### config.mk
export PLATFORM = sky130hd
export DESIGN_NAME = lcd_com_scan
export DESIGN_NICKNAME = d
export VERILOG_FILES = /design/src/rtl/lcd_scan_pkg.sv /design/src/rtl/lcd_scan_ctrl.sv /design/src/rtl/lcd_scan_dp.sv /design/src/rtl/lcd_com_scan.sv
export SDC_FILE = /design/constraint.sdc
export NUM_CORES = 1
export LEC_CHECK = 0
export BUFFER_PORTS_ARGS = -buffer_cell sky130_fd_sc_hd__buf_4
export CAP_MARGIN = 5
export CORE_AREA = 2 2 47 49
export DETAILED_ROUTE_END_ITERATION = 16
export DIE_AREA = 0 0 49 51
export PLACE_DENSITY = 0.73
export SLEW_MARGIN = 15
export SYNTH_ARGS = -nofsm -noshare
export SYNTH_HDL_FRONTEND = slang
export SYNTH_SLANG_ARGS = --single-unit
### constraint.sdc
create_clock -name clk -period 2 [get_ports clk]
set_clock_uncertainty 0.1 [all_clocks]
set_input_delay 0.2 -clock clk [delete_from_list [all_inputs] [get_ports clk]]
set_output_delay 0.2 -clock clk [all_outputs]
set_load 0.005 [all_outputs]
### src/rtl/lcd_scan_pkg.sv
package lcd_scan_pkg;

  typedef enum logic [1:0] {
    DUTY_ROWS8  = 2'd0,
    DUTY_ROWS11 = 2'd1,
    DUTY_ROWS16 = 2'd2,
    DUTY_ROWS16X = 2'd3
  } duty_e;

  // Strobes from the sequencing control to the row datapath
  typedef struct packed {
    logic shiftStb;
    logic latchStb;
  } scan_strobe_t;

  localparam int ROWS_SHORT = 8;
  localparam int ROWS_TALL  = 11;

  // Row count for a duty code; fullRows is the common count of the build
  function automatic int rowsFor(input duty_e d, input int fullRows);
    case (d)
      DUTY_ROWS8:  rowsFor = ROWS_SHORT;
      DUTY_ROWS11: rowsFor = ROWS_TALL;
      default:     rowsFor = fullRows;
    endcase
  endfunction

endpackage

### src/rtl/lcd_scan_ctrl.sv
module lcd_scan_ctrl
  import lcd_scan_pkg::*;
#(
  parameter int NUM_SEGS = 40
) (
  input  logic         clk,
  input  logic         rst_n,
  output scan_strobe_t strobe
);

  // Two cycles per shift pulse (high, low), then two cycles for the latch slot
  localparam int SHIFT_END = 2 * NUM_SEGS;
  localparam int STEPS     = SHIFT_END + 2;
  localparam int STEP_W    = $clog2(STEPS);

  logic [STEP_W-1:0] stepCnt;

  always_ff @(posedge clk or negedge rst_n) begin
    if (!rst_n) begin
      stepCnt <= '0;
    end else if (stepCnt == STEP_W'(STEPS - 1)) begin
      stepCnt <= '0;
    end else begin
      stepCnt <= stepCnt + 1'b1;
    end
  end

  always_comb begin
    strobe.shiftStb = (stepCnt < STEP_W'(SHIFT_END)) && !stepCnt[0];
    strobe.latchStb = (stepCnt == STEP_W'(SHIFT_END));
  end

endmodule

### src/rtl/lcd_scan_dp.sv
module lcd_scan_dp
  import lcd_scan_pkg::*;
#(
  parameter int NUM_COMS = 16
) (
  input  logic                clk,
  input  logic                rst_n,
  input  scan_strobe_t        strobe,
  input  logic [1:0]          dutySel,
  output logic [NUM_COMS-1:0] comActive,
  output logic                shiftClk,
  output logic                lineLatch,
  output logic                altPol,
  output logic [1:0]          dutyCur
);

  localparam int ROW_W = $clog2(NUM_COMS);

  logic [ROW_W-1:0] rowIdx;
  logic [ROW_W:0]   rowsNow;
  logic [ROW_W:0]   lastRow;
  logic             frameWrap;
  duty_e            dutyReg;

  assign rowsNow   = (ROW_W+1)'(rowsFor(dutyReg, NUM_COMS));
  assign lastRow   = rowsNow - 1'b1;
  assign frameWrap = (rowIdx == lastRow[ROW_W-1:0]);
  assign dutyCur   = dutyReg;

  always_ff @(posedge clk or negedge rst_n) begin
    if (!rst_n) begin
      rowIdx    <= '0;
      dutyReg   <= DUTY_ROWS16;
      altPol    <= 1'b0;
      shiftClk  <= 1'b0;
      lineLatch <= 1'b0;
    end else begin
      shiftClk  <= strobe.shiftStb;
      lineLatch <= strobe.latchStb;
      if (strobe.latchStb) begin
        altPol <= ~altPol;
        if (frameWrap) begin
          rowIdx  <= '0;
          dutyReg <= duty_e'(dutySel);
        end else begin
          rowIdx <= rowIdx + 1'b1;
        end
      end
    end
  end

  // One decoder per common; rows outside the active count stay deselected
  for (genvar i = 0; i < NUM_COMS; i++) begin : g_com
    assign comActive[i] = (rowIdx == ROW_W'(i)) && ((ROW_W+1)'(i) < rowsNow);
  end

endmodule

### src/rtl/lcd_com_scan.sv
module lcd_com_scan
  import lcd_scan_pkg::*;
#(
  parameter int NUM_COMS = 16,
  parameter int NUM_SEGS = 40
) (
  input  logic                clk,
  input  logic                rst_n,
  input  logic [1:0]          dutySel,
  output logic [NUM_COMS-1:0] comActive,
  output logic                shiftClk,
  output logic                lineLatch,
  output logic                altPol
);

  scan_strobe_t strobe;
  logic [1:0]   dutyCur;

  lcd_scan_ctrl #(.NUM_SEGS(NUM_SEGS)) u_ctrl (
    .clk    (clk),
    .rst_n  (rst_n),
    .strobe (strobe)
  );

  lcd_scan_dp #(.NUM_COMS(NUM_COMS)) u_dp (
    .clk       (clk),
    .rst_n     (rst_n),
    .strobe    (strobe),
    .dutySel   (dutySel),
    .comActive (comActive),
    .shiftClk  (shiftClk),
    .lineLatch (lineLatch),
    .altPol    (altPol),
    .dutyCur   (dutyCur)
  );

endmodule

==> flow_summary_export.csv <==
group,metric,value,unit
sta,whs,0.03726,ns
sta,relSlewSlack,80.92,%
global_routing,antenna_found_initial,0,
yosys,synth_flop_cell,"dfrtp_1",
cells_and_area,areaGrowthSynthToFinish,27.92,%
power,ir_worst_vdd,0.4335,mV
yosys,syn-cell-area,954.7,um2
floorplanning,ioPinCount,23,
place,port-buffer-count,22,
cells_and_area,antenna_cells,0,
worst_setup_path,critPathMaxFanout,7,
yosys,syn_nets,109,
place,dpl.hpwl,1415,um
clock_tree,hold_buffers,1,
drt,vias,771,
yosys,synth_edf_count,0,
sta,fmax,546.8,MHz
place,post-place-ws,0.1996,ns
sta,fin_crit,1.829,ns
yosys,avgSynthCellArea,9.741,um2
floorplanning,rows,17,
run,cap_violations,0,
yosys,async_flop_share,100.0,%
sta,worst_pin_slew,0.2833,ns
yosys,ys_seq_area_share,42.07,%
place,dp.cells,150,
cells_and_area,fin_cells,155,
drt,drt_pass1_iterations,2,
floorplanning,die_x,49,um
sta,setup_slack,0.1712,ns
power,powerDensity,453.5,mW/mm2
drt,routed_wirelength,1782,um
clock_tree,clock-sinks,16,
worst_setup_path,max_stage_delay,0.46,ns
clock_tree,cts_buffer_depth,2,
yosys,yosysUniqueCellTypes,32,
worst_setup_path,critPathCaptureType,"flip-flop",
global_routing,grt_max_degree,17,
sta,finalCritPeriodShare,91.44,%
drt,drtAntennaViolNets,0,
cells_and_area,fin_nets,139,
worst_setup_path,cp_slowest_cell,"dfrtp_1",
cells_and_area,final_common_cell,"buf_4",
drt,via_per_inst,4.974,
floorplanning,initial_core_util,46.27,%
sta,finalSetupTns,0,ns
place,gp_congestion,0.7586,
clock_tree,tritoncts,"built",
sta,setup_viol,0,
yosys,synthCells,98,
hold_path,min_path_type,"primary input to flip-flop",
cells_and_area,final_cell_mix,"buf_4, dfrtp_1, and2_1",
worst_setup_path,startpoint_type,"flip-flop",
clock_tree,cts-resized-gates,0,
floorplanning,die_height,51,um
status,status,"complete, no violations",
sta,rsz0062_at_grt,"false",
power,leakagePower,0.5926,nW
floorplanning,dieArea,0.002499,mm2
floorplanning,core,0.002063,mm2
clock_tree,clkTransAtPathRegs,0.10,ns
drt,drt_iter0_markers,6,
clock_tree,ctsHtreeMaxLevel,1,
clock_tree,cts_inserted_buffers,3,
drt,wl_per_cell,11.50,um
global_routing,overflow,0,
sta,hold_viol_final,0,
clock_tree,insertion_delay,0.28,ns
global_routing,grt_pass1_vias,742,
clock_tree,post_cts_buffers,0,
worst_setup_path,crit_chain,"inv_1 -> ha_1 -> nor4b_1 -> nand3_1 -> inv_2 -> o211ai_2 -> mux2_1",
worst_setup_path,cp_data_required_time,2.07,ns
global_routing,grt_pass1_wl,3208,um
global_routing,track_usage,16.92,%
sta,drv_slew,0,
yosys,ys_ff_latch,16,
drt,drc,0,
worst_setup_path,crit_type,"flip-flop to flip-flop",
cells_and_area,drive_above_1_share,29.92,%
clock_tree,clockRootBuffer,"clkbuf_4",
worst_setup_path,critPathArrivalTime,1.90,ns
yosys,yosys_warnings,0,
critical path: cells and delay by family (launching register included):
family	cells	cell delay, ns
mux	1	0.33
compound gates	1	0.11
buf+inv	2	0.21
flops	1	0.46
simple gates	2	0.37
fa+ha+maj	1	0.13
sequential cells by signal, indices dropped and copies added, names as in the netlist:
signal / count
u_ctrl.stepCnt: 7
u_dp.shiftClk: 1
u_dp.lineLatch: 1
u_dp.rowIdx: 4
u_dp.dutyCur: 2
u_dp.altPol: 1
report_power, final:
| group | internal (mW) | total, mW | switching [mW] |
|---|---|---|---|
| Clock | 0.111 | 0.210 | 0.0993 |
| Combinational | 0.00704 | 0.0155 | 0.00845 |
| Sequential | 0.326 | 0.328 | 0.00214 |
cell type report:
cell class	instances	area, um2
clock buffers	4	36.28
fillers	191	842.1
inverters	5	18.77
multi-input cells	75	524.3
flip-flops and latches	16	401.6
well taps	28	35.03
repair buffers	27	205.2
synth_stat cells, drive strengths merged, types with 2 or more instances:
cell type	count	area share (%)
inv	5	2.0
and3	3	2.1
nand2b	2	1.3
and2	14	9.2
nand2	4	1.6
nor2	11	4.3
dfrtp	15	39
nor2b	2	1.3
xnor2	4	3.7
o21ai	2	1.0
mux2	2	2.4
nand3	7	3.7
or2	2	1.3
buf	2	1.0
xor2	2	1.8
ha	7	9.2
per-stage QoR:
step           total power, mW  area [um2]  utilization (%)
4_1_cts                 0.5636        1221            59.19
2_1_floorplan           0.3372       954.7                -
3_5_place_dp            0.3493        1175            56.94
3_3_place_gp            0.3486        1175            56.94
5_1_grt                 0.5817        1221            59.19
6_report                0.5539        1221            59.19
logic make-up after synthesis:
logic type	after synthesis	synth area share, %
DFF	16	42.07
buffers and inverters	7	3.014
xor gates and xnor gates	6	5.505
and+or+nand+nor	49	28.18
AOI/OAI and AO/OA	10	8.651
muxes	3	3.407
adders and majority gates	7	9.174
worst paths after layout:
| kind | start | endpoint | slack [ns] | cells after the start |
|---|---|---|---|---|
| worst max-delay path | u_ctrl.stepCnt[0] | u_dp.dutyCur[0] | 0.17 | 7 |
| worst min-delay path | dutySel[0] | u_dp.dutyCur[0] | 0.04 | 2 |
| worst max register to register | u_ctrl.stepCnt[0] | u_dp.dutyCur[0] | 0.17 | 7 |
| worst min register to register | u_dp.altPol | u_dp.altPol | 0.38 | 1 |
| max in group asynchronous | rst_n | u_dp.dutyCur[1] | 1.35 | 2 |
| min in group asynchronous | rst_n | u_dp.lineLatch | 0.20 | 2 |
per-layer routing:
layer / GRT usage (%) / wire length (um) / up-vias
met5: 0 / 0 / -
met4: 9.524 / 12 / 0
met3: 1.754 / 69 / 2
met2: 30.37 / 935 / 18
met1: 19.89 / 764 / 367
li1: - / - / 384
No activity file was read; power rests on OpenSTA's default activity.
